`config.mk`:
```
export PLATFORM = sky130hd
export DESIGN_NAME = nibble_alu_seq
export DESIGN_NICKNAME = d
export VERILOG_FILES = /design/src/rtl/nibble_alu_seq.sv
export SDC_FILE = /design/constraint.sdc
export NUM_CORES = 1
export LEC_CHECK = 0
export BUFFER_PORTS_ARGS = -buffer_cell sky130_fd_sc_hd__buf_2
export CAP_MARGIN = 30
export CORE_UTILIZATION = 35
export CTS_CLUSTER_SIZE = 12
export DETAILED_ROUTE_END_ITERATION = 7
export GPL_TIMING_DRIVEN = 1
export PLACE_DENSITY_LB_ADDON = 0.08
export SYNTH_ARGS = -nofsm -noshare
export SYNTH_HDL_FRONTEND = slang
export SYNTH_SLANG_ARGS = --single-unit
```
`constraint.sdc`:
```
create_clock -name clk -period 2.4 [get_ports clk]
set_clock_uncertainty 0.05 [all_clocks]
set_input_delay 0.36 -clock clk [delete_from_list [all_inputs] [get_ports clk]]
set_output_delay 0.36 -clock clk [all_outputs]
set_load 0.01 [all_outputs]
```
`src/rtl/nibble_alu_seq.sv`:
```
module nibble_alu_seq #(
  parameter int NIB = 4
) (
  input  logic           clk,
  input  logic           rst,
  input  logic [NIB-1:0] opa,
  input  logic [NIB-1:0] opb,
  input  logic           fn_add,
  input  logic           fn_and,
  input  logic           fn_xor,
  input  logic           fn_or,
  input  logic           cin,
  input  logic           phase_hi,
  input  logic           res_we,
  output logic [2*NIB-1:0] result,
  output logic           cout
);
  localparam int W = 2 * NIB;

  logic [W-1:0]   res_q;
  logic           lo_carry_q;
  logic           cout_q;
  logic           core_cin;
  logic [NIB:0]   sum_x;
  logic [NIB-1:0] core_y;
  logic           core_c;

  assign core_cin = phase_hi ? lo_carry_q : cin;
  assign sum_x    = {1'b0, opa} + {1'b0, opb} + {{NIB{1'b0}}, core_cin};
  assign core_y   = ({NIB{fn_add}} & sum_x[NIB-1:0])
                  | ({NIB{fn_and}} & (opa & opb))
                  | ({NIB{fn_xor}} & (opa ^ opb))
                  | ({NIB{fn_or}}  & (opa | opb));
  assign core_c   = fn_add & sum_x[NIB];

  always_ff @(posedge clk) begin
    if (rst) begin
      res_q      <= '0;
      lo_carry_q <= 1'b0;
      cout_q     <= 1'b0;
    end else if (res_we) begin
      if (phase_hi) begin
        res_q[W-1:NIB] <= core_y;
        cout_q         <= core_c;
      end else begin
        res_q[NIB-1:0] <= core_y;
        lo_carry_q     <= core_c;
      end
    end
  end

  assign result = res_q;
  assign cout   = cout_q;
endmodule


```
==> impl_metrics.csv <==
group,metric,value,unit
run_status,outcome,"complete, no violations",
clocking,cts_max_level,1,
sta,period_needed,2.22,ns
worst_setup_path,cp_top_family,"adder cells",
global_route,grt_pass1_wl,2.28,mm
sta,max_freq,450,MHz
clocking,root_buffer,"clkbuf_4",
worst_setup_path,worst-path-buf-inv,0,
clocking,cts_hold_buf,0,
drt,drc_errors,0,
placed_design,io_buffers,25,
sta,rsz0062_at_grt,"no",
final_layout,final_common_cell,"buf_2",
final_layout,layout.nets,136,
sta,fin_ws,0.180,ns
clocking,postCtsSetupBuffers,0,
placed_design,post-place-ws,-0.0696,ns
clocking,cts-buffers-inserted,3,
worst_setup_path,worstSetupPathType,"flip-flop to flip-flop",
drt,via_per_inst,4.70,
floorplanning,start_util,37.0,%
power,p_per_area,501,nW/um2
logic_synthesis,ys_top_cells_by_area,"dfxtp_1 (28%), ha_1 (14%), a211oi_1 (8.4%)",
drt,drtAntennaViolNets,0,
final_layout,layout_common_cells,"buf_2 (25), dfxtp_1 (10), inv_1 (9)",
sta,fin_tns_setup,0,ns
floorplanning,ioPinCount,26,
logic_synthesis,netlist_area,718,um2
worst_setup_path,start_kind,"flip-flop",
logic_synthesis,ys_seq_area_share,27.9,%
worst_setup_path,reg2reg_depth,6,
logic_synthesis,synth_top_area_share,27.9,%
sta,final_hold_viol_count,0,
logic_synthesis,synth_area_leader_cell,"dfxtp_1",
floorplanning,die_h,47.3,um
logic_synthesis,synth-seq-cells,10,
final_layout,layout-drive-gt1-share,31.5,%
drt,routed_wl,1.43,mm
logic_synthesis,synth_fp_nets,109,
worst_hold_path,hold_path_class,"primary input to flip-flop",
clocking,cts_tree,"done",
worst_setup_path,cp_common_cell,"fa_1",
floorplanning,die_x,47.3,um
worst_setup_path,slowest_delay,0.42,ns
worst_setup_path,cp.depth,6,
final_layout,finalInstanceArea,896,um2
sta,worst_slew_pin_slew,0.603,ns
drt,drtIter0Drc,8,
floorplanning,rows,16,
logic_synthesis,synthesis.instances,82,
power,leakagePower,0.436,nW
worst_setup_path,crit_arrival,2.29,ns
placed_design,dpl-instance-area,860,um2
sta,finalSetupViolCount,0,
logic_synthesis,synth_cell_types,27,
logic_synthesis,yosysWarnings,0,
drt,wl_per_cell,10.6,um
clocking,clk_latency,0.26,ns
floorplanning,core-area,1940,um2
worst_setup_path,endpoint_kind,"flip-flop",
clocking,cts_max_path_buffers,2,
global_route,grt_overflow,0,
placed_design,globalplace.congestion,0.737,
final_layout,antenna_cells,0,
sta,maxSlewHeadroom,59.7,%
drt,firstDrtPassIters,2,
logic_synthesis,synth_area_per_cell,8.76,um2
placed_design,place_hpwl,1.19,mm
worst_setup_path,slowest_stage,"fa_1",
flow_run,max_cap_viol_count,0,
drt,vias,634,
worst_setup_path,crit_fanout,2,
global_route,grt_pass1_vias,548,
global_route,grt.total_usage,15.2,%
worst_hold_path,worstHoldPathCells,3,
worst_setup_path,crit_chain,"mux2_2 -> fa_1 -> fa_1 -> xor2_1 -> a221oi_1 -> a211oi_1",
sta,period_share,92.5,%
global_route,grt_max_degree,12,
worst_setup_path,required,2.47,ns
final_layout,syn2layout_area_growth,24.7,%
sta,report.final.slew_viol_count,0,
floorplanning,die-area,2240,um2
final_layout,finalCoreUtilization,46.1,%
clocking,clk_pin_slew,0.07,ns
global_route,antenna_found_initial,0,
clocking,cts.sinks,10,
power,ir_worst_vdd,0.164,mV
clocking,postCtsResizedCells,0,
## synthesized netlist by cell type, drive strengths merged
cell type,number
xor2,1
a221oi,4
dfxtp,10
o21ai,4
o211ai,1
clkbuf,1
ha,8
o31ai,1
nand2,6
o2111ai,1
nand2b,2
mux2,1
nor2,8
and4bb,1
nor2b,4
and3b,1
nand3b,2
a21oi,3
buf,3
fa,2
inv,9
and2,1
a211oi,8
## per-layer routing
metal	share of wire (%)	track usage, %	up-vias
met3	4.0	2.31	4
met2	48	26.3	17
li1	-	-	343
met1	45	16.9	270
met5	0	0	-
met4	2.9	10.3	0
## per-stage QoR
step                std cells  total power, mW  hold slack [ns]
finish                    135            0.449            0.346
global route              135            0.485            0.345
global placement          131            0.306            0.412
detailed placement        131            0.308            0.422
CTS                       135            0.457            0.341
floorplan                  82            0.264            0.396
## worst min-delay path: stages
cell	delay, ns
buf_2	0.11
nand2_1	0.08
o31ai_1	0.07
## state kept, by name, indices dropped and copies added (netlist names)
name and cells:
result 8, lo_carry_q 1, cout 1
## final timing paths
path / startpoint / endpoint / slack (ns)
max: lo_carry_q / result[2] / 0.18
min: res_we / cout / 0.35
max reg2reg: lo_carry_q / result[2] / 0.18
min reg2reg: lo_carry_q / lo_carry_q / 0.43
## layout make-up
class | instances | area [um2]
clock buffers | 4 | 36.3
fillers | 202 | 1050
inverters | 9 | 33.8
multi-input cells | 59 | 459
flip-flops and latches | 10 | 200
well taps | 27 | 33.8
repair buffers | 26 | 133
## report_power, final
part | leakage [nW] | switching (mW) | internal (mW) | total, mW
Clock | 0.0210 | 0.0559 | 0.0920 | 0.148
Sequential | 0.0824 | 0.00454 | 0.177 | 0.182
Combinational | 0.333 | 0.0640 | 0.0557 | 0.120
Total | 0.436 | 0.124 | 0.325 | 0.449
## cell families after synthesis
| kind of cell | synth area share, % |
|---|---|
| flops | 27.9 |
| simple gates | 18.8 |
| compound gates | 22.8 |
| buf+inv | 8.19 |
| fa+ha+maj | 19.5 |
| xor+xnor | 1.22 |
| mux | 1.57 |
(Power assumes the default switching activity.)
